## src/rtl/mc_pkg.sv

```systemverilog
package mc_pkg;
    typedef enum logic {
        MODE_SPLIT   = 1'b0,
        MODE_UNIFIED = 1'b1
    } cmp_mode_e;

    typedef struct packed {
        logic stop;
        logic halt;
    } half_ctl_t;

    localparam int HALF_LO = 0;
    localparam int HALF_HI = 1;
endpackage

```

## src/rtl/match_reg_bank.sv

```systemverilog
module match_reg_bank
    import mc_pkg::*;
#(
    parameter int NUM_MATCH = 8,
    parameter int HALF_W    = 16,
    localparam int IDX_W    = $clog2(NUM_MATCH)
) (
    input  logic                              clk,
    input  logic                              rst_n,
    input  cmp_mode_e                         mode,
    input  half_ctl_t                         ctl_lo,
    input  half_ctl_t                         ctl_hi,
    input  logic                              wr_en,
    input  logic [IDX_W-1:0]                  wr_idx,
    input  logic [1:0]                        wr_half,
    input  logic [2*HALF_W-1:0]               wr_data,
    output logic [NUM_MATCH-1:0][HALF_W-1:0]  val_lo,
    output logic [NUM_MATCH-1:0][HALF_W-1:0]  val_hi,
    output logic                              err_lo,
    output logic                              err_hi
);
    logic ok_lo, ok_hi;

    // Governing halt for each half
    always_comb begin
        ok_lo = ctl_lo.halt;
        unique case (mode)
            MODE_SPLIT:   ok_hi = ctl_hi.halt;
            MODE_UNIFIED: ok_hi = ctl_lo.halt;
            default:      ok_hi = 1'b0;
        endcase
    end

    for (genvar g = 0; g < NUM_MATCH; g++) begin : g_entry
        logic hit;
        assign hit = wr_en && (wr_idx == IDX_W'(g));

        always_ff @(posedge clk) begin
            if (!rst_n) begin
                val_lo[g] <= '0;
                val_hi[g] <= '0;
            end else begin
                if (hit && wr_half[HALF_LO] && ok_lo)
                    val_lo[g] <= wr_data[HALF_W-1:0];
                if (hit && wr_half[HALF_HI] && ok_hi)
                    val_hi[g] <= wr_data[2*HALF_W-1:HALF_W];
            end
        end
    end

    always_ff @(posedge clk) begin
        if (!rst_n) begin
            err_lo <= 1'b0;
            err_hi <= 1'b0;
        end else begin
            err_lo <= wr_en && wr_half[HALF_LO] && !ok_lo;
            err_hi <= wr_en && wr_half[HALF_HI] && !ok_hi;
        end
    end


    hold_without_write_chk: assert property (@(posedge clk) disable iff (!rst_n)
        !wr_en |=> ($stable(val_lo) && $stable(val_hi)));


    reject_low_flag_chk: assert property (@(posedge clk) disable iff (!rst_n)
        (wr_en && wr_half[HALF_LO] && !ctl_lo.halt) |=> err_lo);


    unified_hi_gate_chk: assert property (@(posedge clk) disable iff (!rst_n)
        (wr_en && wr_half[HALF_HI] && mode == MODE_UNIFIED && !ctl_lo.halt)
            |=> (err_hi && $stable(val_hi)));
endmodule

```

## src/rtl/match_compare.sv

```systemverilog
module match_compare
    import mc_pkg::*;
#(
    parameter int NUM_MATCH = 8,
    parameter int HALF_W    = 16
) (
    input  logic                              clk,
    input  logic                              rst_n,
    input  cmp_mode_e                         mode,
    input  half_ctl_t                         ctl_lo,
    input  half_ctl_t                         ctl_hi,
    input  logic [HALF_W-1:0]                 cnt_lo,
    input  logic [HALF_W-1:0]                 cnt_hi,
    input  logic [NUM_MATCH-1:0][HALF_W-1:0]  val_lo,
    input  logic [NUM_MATCH-1:0][HALF_W-1:0]  val_hi,
    output logic [NUM_MATCH-1:0]              hit_lo,
    output logic [NUM_MATCH-1:0]              hit_hi
);
    logic                 run_lo, run_hi;
    logic [NUM_MATCH-1:0] eq_lo, eq_hi;
    logic [NUM_MATCH-1:0] nxt_lo, nxt_hi;

    assign run_lo = !ctl_lo.stop && !ctl_lo.halt;
    assign run_hi = !ctl_hi.stop && !ctl_hi.halt;

    for (genvar g = 0; g < NUM_MATCH; g++) begin : g_cmp
        assign eq_lo[g] = (val_lo[g] == cnt_lo);
        assign eq_hi[g] = (val_hi[g] == cnt_hi);
    end

    always_comb begin
        unique case (mode)
            MODE_SPLIT: begin
                nxt_lo = run_lo ? eq_lo : '0;
                nxt_hi = run_hi ? eq_hi : '0;
            end
            MODE_UNIFIED: begin
                nxt_lo = run_lo ? (eq_lo & eq_hi) : '0;
                nxt_hi = nxt_lo;
            end
            default: begin
                nxt_lo = '0;
                nxt_hi = '0;
            end
        endcase
    end

    always_ff @(posedge clk) begin
        if (!rst_n) begin
            hit_lo <= '0;
            hit_hi <= '0;
        end else begin
            hit_lo <= nxt_lo;
            hit_hi <= nxt_hi;
        end
    end


    unified_equal_out_chk: assert property (@(posedge clk) disable iff (!rst_n)
        (mode == MODE_UNIFIED) |=> (hit_lo == hit_hi));


    split_lo_quiet_chk: assert property (@(posedge clk) disable iff (!rst_n)
        (mode == MODE_SPLIT && (ctl_lo.stop || ctl_lo.halt)) |=> (hit_lo == '0));


    split_hi_quiet_chk: assert property (@(posedge clk) disable iff (!rst_n)
        (mode == MODE_SPLIT && (ctl_hi.stop || ctl_hi.halt)) |=> (hit_hi == '0));


    unified_lo_gate_chk: assert property (@(posedge clk) disable iff (!rst_n)
        (mode == MODE_UNIFIED && (ctl_lo.stop || ctl_lo.halt)) |=> (hit_hi == '0));
endmodule

```

## src/rtl/split_match_cmp.sv

```systemverilog
module split_match_cmp
    import mc_pkg::*;
#(
    parameter int NUM_MATCH = 8,
    parameter int HALF_W    = 16,
    localparam int IDX_W    = $clog2(NUM_MATCH)
) (
    input  logic                  clk,
    input  logic                  rst_n,
    input  logic                  unify,
    input  logic                  stop_lo,
    input  logic                  halt_lo,
    input  logic                  stop_hi,
    input  logic                  halt_hi,
    input  logic [HALF_W-1:0]     cnt_lo,
    input  logic [HALF_W-1:0]     cnt_hi,
    input  logic                  wr_en,
    input  logic [IDX_W-1:0]      wr_idx,
    input  logic [1:0]            wr_half,
    input  logic [2*HALF_W-1:0]   wr_data,
    output logic [NUM_MATCH-1:0]  match_lo,
    output logic [NUM_MATCH-1:0]  match_hi,
    output logic                  buserr_lo,
    output logic                  buserr_hi
);
    cmp_mode_e mode;
    half_ctl_t ctl_lo, ctl_hi;
    logic [NUM_MATCH-1:0][HALF_W-1:0] val_lo, val_hi;

    assign mode   = unify ? MODE_UNIFIED : MODE_SPLIT;
    assign ctl_lo = '{stop: stop_lo, halt: halt_lo};
    assign ctl_hi = '{stop: stop_hi, halt: halt_hi};

    match_reg_bank #(.NUM_MATCH(NUM_MATCH), .HALF_W(HALF_W)) u_bank (
        .clk(clk), .rst_n(rst_n), .mode(mode), .ctl_lo(ctl_lo), .ctl_hi(ctl_hi),
        .wr_en(wr_en), .wr_idx(wr_idx), .wr_half(wr_half), .wr_data(wr_data),
        .val_lo(val_lo), .val_hi(val_hi), .err_lo(buserr_lo), .err_hi(buserr_hi)
    );

    match_compare #(.NUM_MATCH(NUM_MATCH), .HALF_W(HALF_W)) u_cmp (
        .clk(clk), .rst_n(rst_n), .mode(mode), .ctl_lo(ctl_lo), .ctl_hi(ctl_hi),
        .cnt_lo(cnt_lo), .cnt_hi(cnt_hi), .val_lo(val_lo), .val_hi(val_hi),
        .hit_lo(match_lo), .hit_hi(match_hi)
    );


    reset_quiet_chk: assert property (@(posedge clk)
        !rst_n |=> (match_lo == '0 && match_hi == '0 && !buserr_lo && !buserr_hi));
endmodule

```

## config.mk

```make
export PLATFORM = sky130hd
export DESIGN_NAME = split_match_cmp
export DESIGN_NICKNAME = d
export VERILOG_FILES = /design/src/rtl/mc_pkg.sv /design/src/rtl/match_reg_bank.sv /design/src/rtl/match_compare.sv /design/src/rtl/split_match_cmp.sv
export SDC_FILE = /design/constraint.sdc
export NUM_CORES = 1
export LEC_CHECK = 0
export ABC_AREA = 1
export BUFFER_PORTS_ARGS = -buffer_cell sky130_fd_sc_hd__buf_2
export CAP_MARGIN = 20
export CORE_MARGIN = 2
export CORE_UTILIZATION = 61
export CTS_CLUSTER_DIAMETER = 200
export CTS_CLUSTER_SIZE = 16
export DETAILED_ROUTE_END_ITERATION = 8
export HOLD_SLACK_MARGIN = 0.12
export PLACE_DENSITY = 0.87
export SETUP_SLACK_MARGIN = 0.1
export SKIP_LAST_GASP = 1
export SYNTH_ARGS = -nofsm -noshare
export SYNTH_HDL_FRONTEND = slang
export SYNTH_SLANG_ARGS = --single-unit
```

## constraint.sdc

```tcl
create_clock -name clk -period 1.8 [get_ports clk]
set_input_delay 0.27 -clock clk [delete_from_list [all_inputs] [get_ports clk]]
set_output_delay 0.27 -clock clk [all_outputs]
set_load 0.02 [all_outputs]
```

# ---- After elaboration in Yosys (flattened, before gate mapping)
# Cells that the tools add are included.
dict set report word_totals {
  ram_bits 0
  word_cells 104
  in_bits 77
  mem_count 0
  out_inout_bits 18
  latchBits 0
  rom_bits 0
  reg_bits 274
}
dict set report op_classes {
  mul 0
  div 0
  reduce_logical 52
  magnitude_cmp 0
  eq_ne 23
  muxes 7
  shift 0
  bitwise 2
  addsub 0
}
# operator n
set op_table {}
lappend op_table {{16-bit equality test} 16}
lappend op_table {{1-bit logical AND} 46}
lappend op_table {{8-bit case mux with 2 select lines} 2}
lappend op_table {{8-bit 2-to-1 mux} 3}
lappend op_table {{3-bit equality test, second input constant} 4}
lappend op_table {{8-bit AND} 1}
lappend op_table {{3-bit by 2-bit equality test with 1-bit output, second input constant} 2}
lappend op_table {{1-bit zero test} 5}
lappend op_table {{3-bit by 1-bit equality test with 1-bit output, second input constant} 1}
lappend op_table {{3-bit zero test} 1}
lappend op_table {{1-bit case mux with 2 select lines} 1}
lappend op_table {{1-bit 2-to-1 mux} 1}
lappend op_table {{1-bit NOT} 1}

# ---- Logic depth before layout (Yosys ltp)
# Gate-level depths: netlist (run 1).
dict set report logic_depth {
  word_depth 5
  ltp_mapped 10
  mapped_depth_nobuf 8
}

# ---- Hierarchy
# From an unflattened synthesis (run 1), not the netlist that was laid out.
dict set report unflattened {
  hier_cells 2225
  area_unflattened_um2 14567.7
}
# module cells_each area_per_inst_um2 instances seq_area_each_um2
set modules_own_cells {}
lappend modules_own_cells {match_reg_bank 1353 10037.1 1 5165.0}
lappend modules_own_cells {match_compare 872 4530.6 1 320.3}

# ---- Worst setup path after synthesis (run 1)
# OpenSTA, ideal clock, no wires.
dict set report synth_timing {
  path_type {input port to flip-flop}
  start {input unify}
  end {register u_bank.val_hi[0] (netlist name)}
  setup_slack_ns 0.443
  required_ns 1.681
  setup_time_ns 0.119
  n_path_buf 2
  arrival_time_ns 1.237
  cell_stages 8
  cell_sequence {buf_4 > a21oi_2 > nand2_4 > inv_8 > nand2_2 > clkbuf_1 > o21ai_0 > a21oi_1}
}
dict set report synth_between {
  elab_chain_len 4
}
# item line
set synth_lines {}
lappend synth_lines {{from (decl)} split_match_cmp.sv:10} ;# input logic unify,
lappend synth_lines {{1-bit 2-to-1 mux (*)} split_match_cmp.sv:30} ;# assign mode = unify ? MODE_UNIFIED : MODE_SPLIT;
lappend synth_lines {{1-bit NOT} match_reg_bank.sv:27} ;# unique case (mode)
lappend synth_lines {{1-bit case mux with 2 select lines (*)} match_reg_bank.sv:27}
lappend synth_lines {{1-bit logical AND (*)} match_reg_bank.sv:45} ;# if (hit && wr_half[HALF_HI] && ok_hi)
lappend synth_lines {{to (signal, indexed assignment)} match_reg_bank.sv:46} ;# val_hi[g] <= wr_data[2*HALF_W-1:HALF_W];
lappend synth_lines {{to (decl)} match_reg_bank.sv:18} ;# output logic [NUM_MATCH-1:0][HALF_W-1:0] val_hi,
# Every way passes the cells marked *; elsewhere a longest branch is shown, timed or not.
# A chain may end at the register's enable or synchronous reset.

# ---- Worst setup path in the final report (run 1)
dict set report layout_timing {
  start {input unify}
  end {register u_bank.val_hi[42] (netlist name)}
}
# The elaborated chain is that of the path after synthesis.

==> results of run 1 <==
## logic make-up (layout without fill, tap and decap cells)
group | count (synthesis) | count (layout)
xor+xnor | 143 | 143
buf+inv | 250 | 309
compound gates | 397 | 397
flops | 274 | 274
simple gates | 824 | 824
## state kept, by name (all words and copies together) (netlist names)
signal / flops
u_bank.val_hi: 128
u_cmp.hit_hi: 8
u_bank.val_lo: 128
u_cmp.hit_lo: 8
u_bank.err_lo: 1
u_bank.err_hi: 1
## power by group
part | internal (uW) | switching (uW) | total (uW) | leakage [uW]
clock | 2090 | 2130 | 4220 | 0.000266
sequential | 6140 | 46.5 | 6180 | 0.00221
combinational | 438 | 813 | 1250 | 0.00321
total | 8660 | 2990 | 11600 | 0.00569
## routing by layer
layer	vias up	GRT usage (%)	routed length (um)
li1	6115	-	-
met1	5795	44.4	15300
met2	590	51.6	16600
met3	107	4.58	3720
met4	0	10.6	1270
met5	-	0	0
## synth_stat cells (5+ instances only)
| master | count |
|---|---|
| nor2_1 | 361 |
| nand2_1 | 342 |
| dfxtp_1 | 274 |
| o21ai_0 | 221 |
| a21oi_1 | 156 |
| inv_1 | 131 |
| xnor2_1 | 107 |
| buf_2 | 51 |
| nand3_1 | 48 |
| nand4_1 | 44 |
| xor2_1 | 36 |
| clkbuf_1 | 35 |
| o21ai_1 | 18 |
| inv_2 | 11 |
| buf_6 | 9 |
| nor2_4 | 9 |
| nand2_4 | 7 |
| nand3b_1 | 7 |
| nand2_2 | 5 |
## placed cells by master (no fill, tap or decap), types with 21 or more instances in the layout
master / synthesis / routed
dlygate4sd3_1: 0 / 22
xnor2_1: 107 / 107
a21oi_1: 156 / 156
nand3_1: 48 / 48
buf_4: 2 / 21
xor2_1: 36 / 36
o21ai_0: 221 / 221
buf_2: 51 / 93
inv_1: 131 / 131
nand2_1: 342 / 342
dfxtp_1: 274 / 274
clkbuf_16: 0 / 21
nor2_1: 361 / 361
nand4_1: 44 / 44
## stage by stage
step / total power (uW) / hold WS, ns / setup slack (ns)
final: 11600 / 0.128 / 0.191
after global routing: 12000 / 0.135 / 0.0826
after CTS: 11600 / 0.120 / 0.165
after detailed placement: 7500 / 0.450 / -0.0697
after global placement: 7470 / 0.442 / -0.0836
after floorplan: 7130 / 0.402 / 0.443
## repair_timing
item	4_1_cts	5_1_grt
endpoints found under the setup margin	0	24
hold buffers	22	0
hold endpoints to repair	29	0
resized for setup	0	5
## worst max path at each step
stage                     startpoint           endpoint  slack (ns)  cells after the start
after detailed placement   cnt_lo[5]    u_cmp.hit_hi[1]       -0.07                      9
after global routing           unify  u_bank.val_hi[14]        0.08                     10
final                          unify  u_bank.val_hi[42]        0.19                      9
after floorplan                unify   u_bank.val_hi[0]        0.44                      8
after global placement     cnt_lo[5]    u_cmp.hit_hi[1]       -0.08                      9
after CTS                      unify  u_bank.val_hi[14]        0.17                      9
## worst min-delay path, cell delays in order
cell and delay, ns:
buf_6 0.18, o21ai_0 0.10, nor2_1 0.04
## final cells by class
| cell class | count | area, um^2 | share of cell area (%) |
|---|---|---|---|
| Clock buffer | 21 | 526 | 3.62 |
| Sequential cell | 274 | 5490 | 37.8 |
| Inverter | 148 | 573 | 3.95 |
| Tap cell | 275 | 344 | 2.37 |
| Multi-Input combinational cell | 1364 | 6680 | 46.0 |
| Clock inverter | 1 | 16.3 | 0.112 |
| Timing Repair Buffer | 139 | 895 | 6.16 |
==> impl_metrics.yaml, run 1 <==
timing:
  rsz0062_at_grt: "yes"
  fin_skew_ns: 0.0183
  tightest_slew_ns: 0.604
  min_period_ns: 1.61
  hold_viol: 0
  report.final.setup_viol: 0
  slew_violations: 0
  setup_tns_ns: 0
  period_share_pct: 89.4
  relSlewSlack_pct: 59.7
  fmax_ghz: 0.621
placement:
  gp_congestion: 0.908
  hpwlAfterDp_um: 25600
  dpl-instance-area_um2: 13700
  dp.cells: 2178
  portBuffers: 94
cts:
  clk_path_buf_depth: 3
  cts_inserted_buffers: 21
  tritoncts: "built"
  clk_transition_reported_paths_ns: 0.07
  clkLatencyLatePin_ns: 0.51
  cts.sinks: 274
  cts-root-buf: "clkbuf_16"
  cts_htree_levels: 1
  post_cts_buffers: 0
die:
  design.die.area_um2: 22900
  core_um2: 21200
  row_count: 53
  die_w_um: 151
  initial_utilization_pct: 62.6
  chipHeight_um: 151
  ios: 95
synthesis:
  netlist_instances: 1888
  synth_area_um2: 13200
  synth-xor-area-share_pct: 9.45
  synth_top_area_share_pct: 41.4
  synth_seq_area_share_pct: 41.4
  synthAdderAreaFrac_pct: 0
  ys_types: 28
  synth.avg_cell_area_um2: 7.02
  synth_simple_gate_area_share_pct: 25.9
  async_flop_share_pct: 0
  synth_seq_cells: 274
  yosys-top-cells-area: "dfxtp_1, nor2_1, nand2_1"
  yosysWarnings: 0
  synth_enable_flop_cells: 0
  synth_fp_nets: 1965
  synth_top_family_by_area: "simple AND/OR/NAND/NOR gates"
  synth-compound-area-share_pct: 15.0
  synth.largest_area_cell: "dfxtp_1"
  synthMuxAreaShare_pct: 0
  dominantRegCellSynth: "dfxtp_1"
setup_path:
  crit_required_ns: 2.24
  worst_ep_arrival_time_ns: 2.05
  slowest_stage: "dlygate4sd3_1"
  crit_path_cell_trace: "dlygate4sd3_1, buf_2, a21oi_2, nand2_4, inv_8, nand2_4, inv_2, nor2_1, nor2_1"
  cp_top_family: "buffers and inverters"
  critPathLaunchType: "input pin"
  critPathCaptureType: "register"
  critPathKind: "input pin to register"
  slowest_delay_ns: 0.53
  worstPathMaxFanout: 19
  r2r_end: "u_cmp.hit_hi[1]"
  rrSetupSlack_ns: 0.25
  crit_buf_inv: 4
  reg2reg_depth: 8
  r2r_start: "u_bank.val_lo[23]"
global_routing:
  antenna_found_initial: 0
  track_usage_pct: 32.1
  grt_pass1_vias: 11600
  grt_max_degree: 80
  grt_pass1_wl_um: 58300
  grt_overflow_total: 0
cells_and_area:
  fill_cells: 1721
  fin_area_um2: 14500
  drive_gt1_share_pct: 9.09
  antennaDiodeCount: 0
  utilization_pct: 68.6
  fin_cells: 2222
  syn2layout_area_growth_pct: 9.57
  nets: 2025
routing:
  drt_wl_total_um: 36900
  vias: 12600
  wire_per_inst_um: 16.6
  first_pass_iters: 6
  drc: 0
  drt_iter0_drc: 1300
  vias_per_cell: 5.67
  ant_nets: 0
pwr:
  power_density_nw_per_um2: 803
  p_leak_uw: 0.00569
  irDropWorstVdd_uv: 699
min_path:
  min_path_type: "input pin to register"
  hold_path_depth: 3
  hp-start: "rst_n"
  min_to: "u_bank.val_hi[36]"
flow_run:
  maxCapViolCount: 0
status:
  status: "completed"
(Power assumes the default switching activity.)
==> run 2, diff against run 1 <==
- CORE_UTILIZATION: 61 -> 55
- PLACE_DENSITY: 0.87 -> 0.83
- clock period: 1.8 -> 1.4 ns (I/O delays scaled with it)
==> run 2 against run 1 <==
  * Critical endpoint is now u_cmp.hit_hi[3]
  * Sequential power grew 29%
  * Critical path depth down 1
  * Sequential share of layout area decreased by 3.1 points
==> impl_metrics.yaml, run 2 (synthesized netlist as in run 1, its figures left out) <==
status:
  status: "completed"
timing:
  relSlewSlack_pct: 62.5
  hold_viol: 0
  slew_violations: 0
  rsz0062_at_grt: "yes"
  fin_skew_ns: 0.0118
  fmax_ghz: 0.721
  period_share_pct: 99.1
  tightest_slew_ns: 0.561
  whs_ns: 0.131
  min_period_ns: 1.39
  report.final.setup_viol: 0
cells_and_area:
  top_regs: "u_bank.val_hi (128), u_bank.val_lo (128)"
  final_common_cell: "nor2_1"
  drive_gt1_share_pct: 17.5
  syn2layout_area_growth_pct: 20.2
  utilization_pct: 67.6
  fin_cells: 2366
  antennaDiodeCount: 0
  layout_common_cells: "nor2_1, nand2_1, dfxtp_1"
  fill_cells: 1872
  nets: 2125
  fin_area_um2: 15900
  multi_input_area_um2: 6870
  regArea_um2: 5530
flow_run:
  maxCapViolCount: 0
die:
  chipHeight_um: 159
  die_w_um: 159
  design.die.area_um2: 25300
  initial_utilization_pct: 56.3
  row_count: 56
  core_um2: 23500
  ios: 95
setup_path:
  slowest_delay_ns: 0.32
  critPathCaptureType: "register"
  crit_required_ns: 1.84
  cp_top_family: "simple AND/OR/NAND/NOR gates"
  slowest_stage: "dfxtp_2"
  worst_ep_arrival_time_ns: 1.82
  critPathKind: "register to register"
  crit_buf_inv: 2
  reg2reg_depth: 8
  r2r_end: "u_cmp.hit_hi[3]"
  rrSetupSlack_ns: 0.01
  critPathLaunchType: "register"
  path_depth: 8
  r2r_start: "u_bank.val_lo[63]"
  worstPathMaxFanout: 3
  crit_path_cell_trace: "inv_1, nor2_1, nor2_1, nand3b_1, nor2_2, buf_4, nand4_1, a21oi_1"
  cp_common_cell: "nor2_1"
placement:
  gp_congestion: 0.932
  dp.cells: 2306
  dpl-instance-area_um2: 14800
  portBuffers: 94
  hpwlAfterDp_um: 28100
global_routing:
  antenna_found_initial: 1
  track_usage_pct: 30.6
  grt_pass1_wl_um: 62900
  grt_max_degree: 56
  grt_overflow_total: 0
  grt_pass1_vias: 12300
min_path:
  hold_path_depth: 4
  hp-start: "wr_en"
  min_to: "u_bank.err_hi"
  min_path_type: "input pin to register"
routing:
  first_pass_iters: 5
  drc: 0
  drt_iter0_drc: 1456
  wire_per_inst_um: 17.2
  vias_per_cell: 5.61
  drt_wl_total_um: 40700
  ant_nets: 0
  vias: 13300
pwr:
  power_density_nw_per_um2: 965
  irDropWorstVdd_uv: 969
  p_leak_uw: 0.00633
cts:
  cts-root-buf: "clkbuf_16"
  clk_transition_reported_paths_ns: 0.07
  clkLatencyLatePin_ns: 0.50
  tritoncts: "built"
  cts.sinks: 274
  clk_path_buf_depth: 3
  cts_inserted_buffers: 21
  cts_htree_levels: 1
==> run 2: per-stage QoR <==
step	power [uW]	setup WS [ns]	TNS, ns
3_5_place_dp	9890	-0.204	-7.21
3_3_place_gp	9850	-0.172	-4.28
2_1_floorplan	9160	0.103	0
4_1_cts	15300	0.0372	0
6_report	15400	0.0131	0
5_1_grt	15900	-0.0394	-0.0394
==> run 2: layout make-up <==
class | count | share of cell area (%)
multi-input cells | 1364 | 43.1
repair buffers | 239 | 12.7
flip-flops and latches | 274 | 34.7
inverters | 148 | 3.56
clock inverters | 1 | 0.102
clock buffers | 21 | 3.30
well taps | 319 | 2.51
==> run 2: metal layers <==
metal | GRT usage [%] | routed length, um | part of all wire, % | vias up
met5 | 0 | 13 | 0.032 | -
met4 | 13.6 | 1730 | 4.2 | 2
met3 | 5.39 | 3840 | 9.4 | 140
met2 | 49.2 | 18400 | 45 | 656
met1 | 40.4 | 16800 | 41 | 6162
li1 | - | - | - | 6314
==> run 2: where the power goes <==
group	switching [uW]	internal (uW)	leakage, uW	total, uW
Combinational	1170	788	0.00383	1960
Sequential	63.4	7890	0.00223	7950
Clock	2770	2690	0.000266	5460
Total	4000	11400	0.00633	15400
==> run 2: how the worst max path moves through the flow <==
| stage | slack (ns) | from | endpoint |
|---|---|---|---|
| 6_report | 0.01 | u_bank.val_lo[63] | u_cmp.hit_hi[3] |
| 5_1_grt | -0.04 | u_bank.val_lo[63] | u_cmp.hit_hi[3] |
| 4_1_cts | 0.04 | u_bank.val_lo[58] | u_cmp.hit_hi[3] |
| 3_5_place_dp | -0.20 | wr_en | u_bank.val_hi[11] |
| 3_3_place_gp | -0.17 | wr_en | u_bank.val_hi[4] |
| 2_1_floorplan | 0.10 | unify | u_bank.val_hi[0] |
==> run 2: timing repair <==
action	4_1_cts	5_1_grt
endpoints found under the setup margin	12	19
gates resized for setup	21	92
buffers inserted	2	0
pin swaps	8	42
hold endpoints to repair	176	0
hold buffers	36	0
==> run 2: worst reg2reg max path, cell delays in order, from the launching register on <==
cell and delay (ns):
dfxtp_2 0.32, inv_1 0.08, nor2_1 0.06, nor2_1 0.12, nand3b_1 0.15, nor2_2 0.15, buf_4 0.12, nand4_1 0.15
a21oi_1 0.17
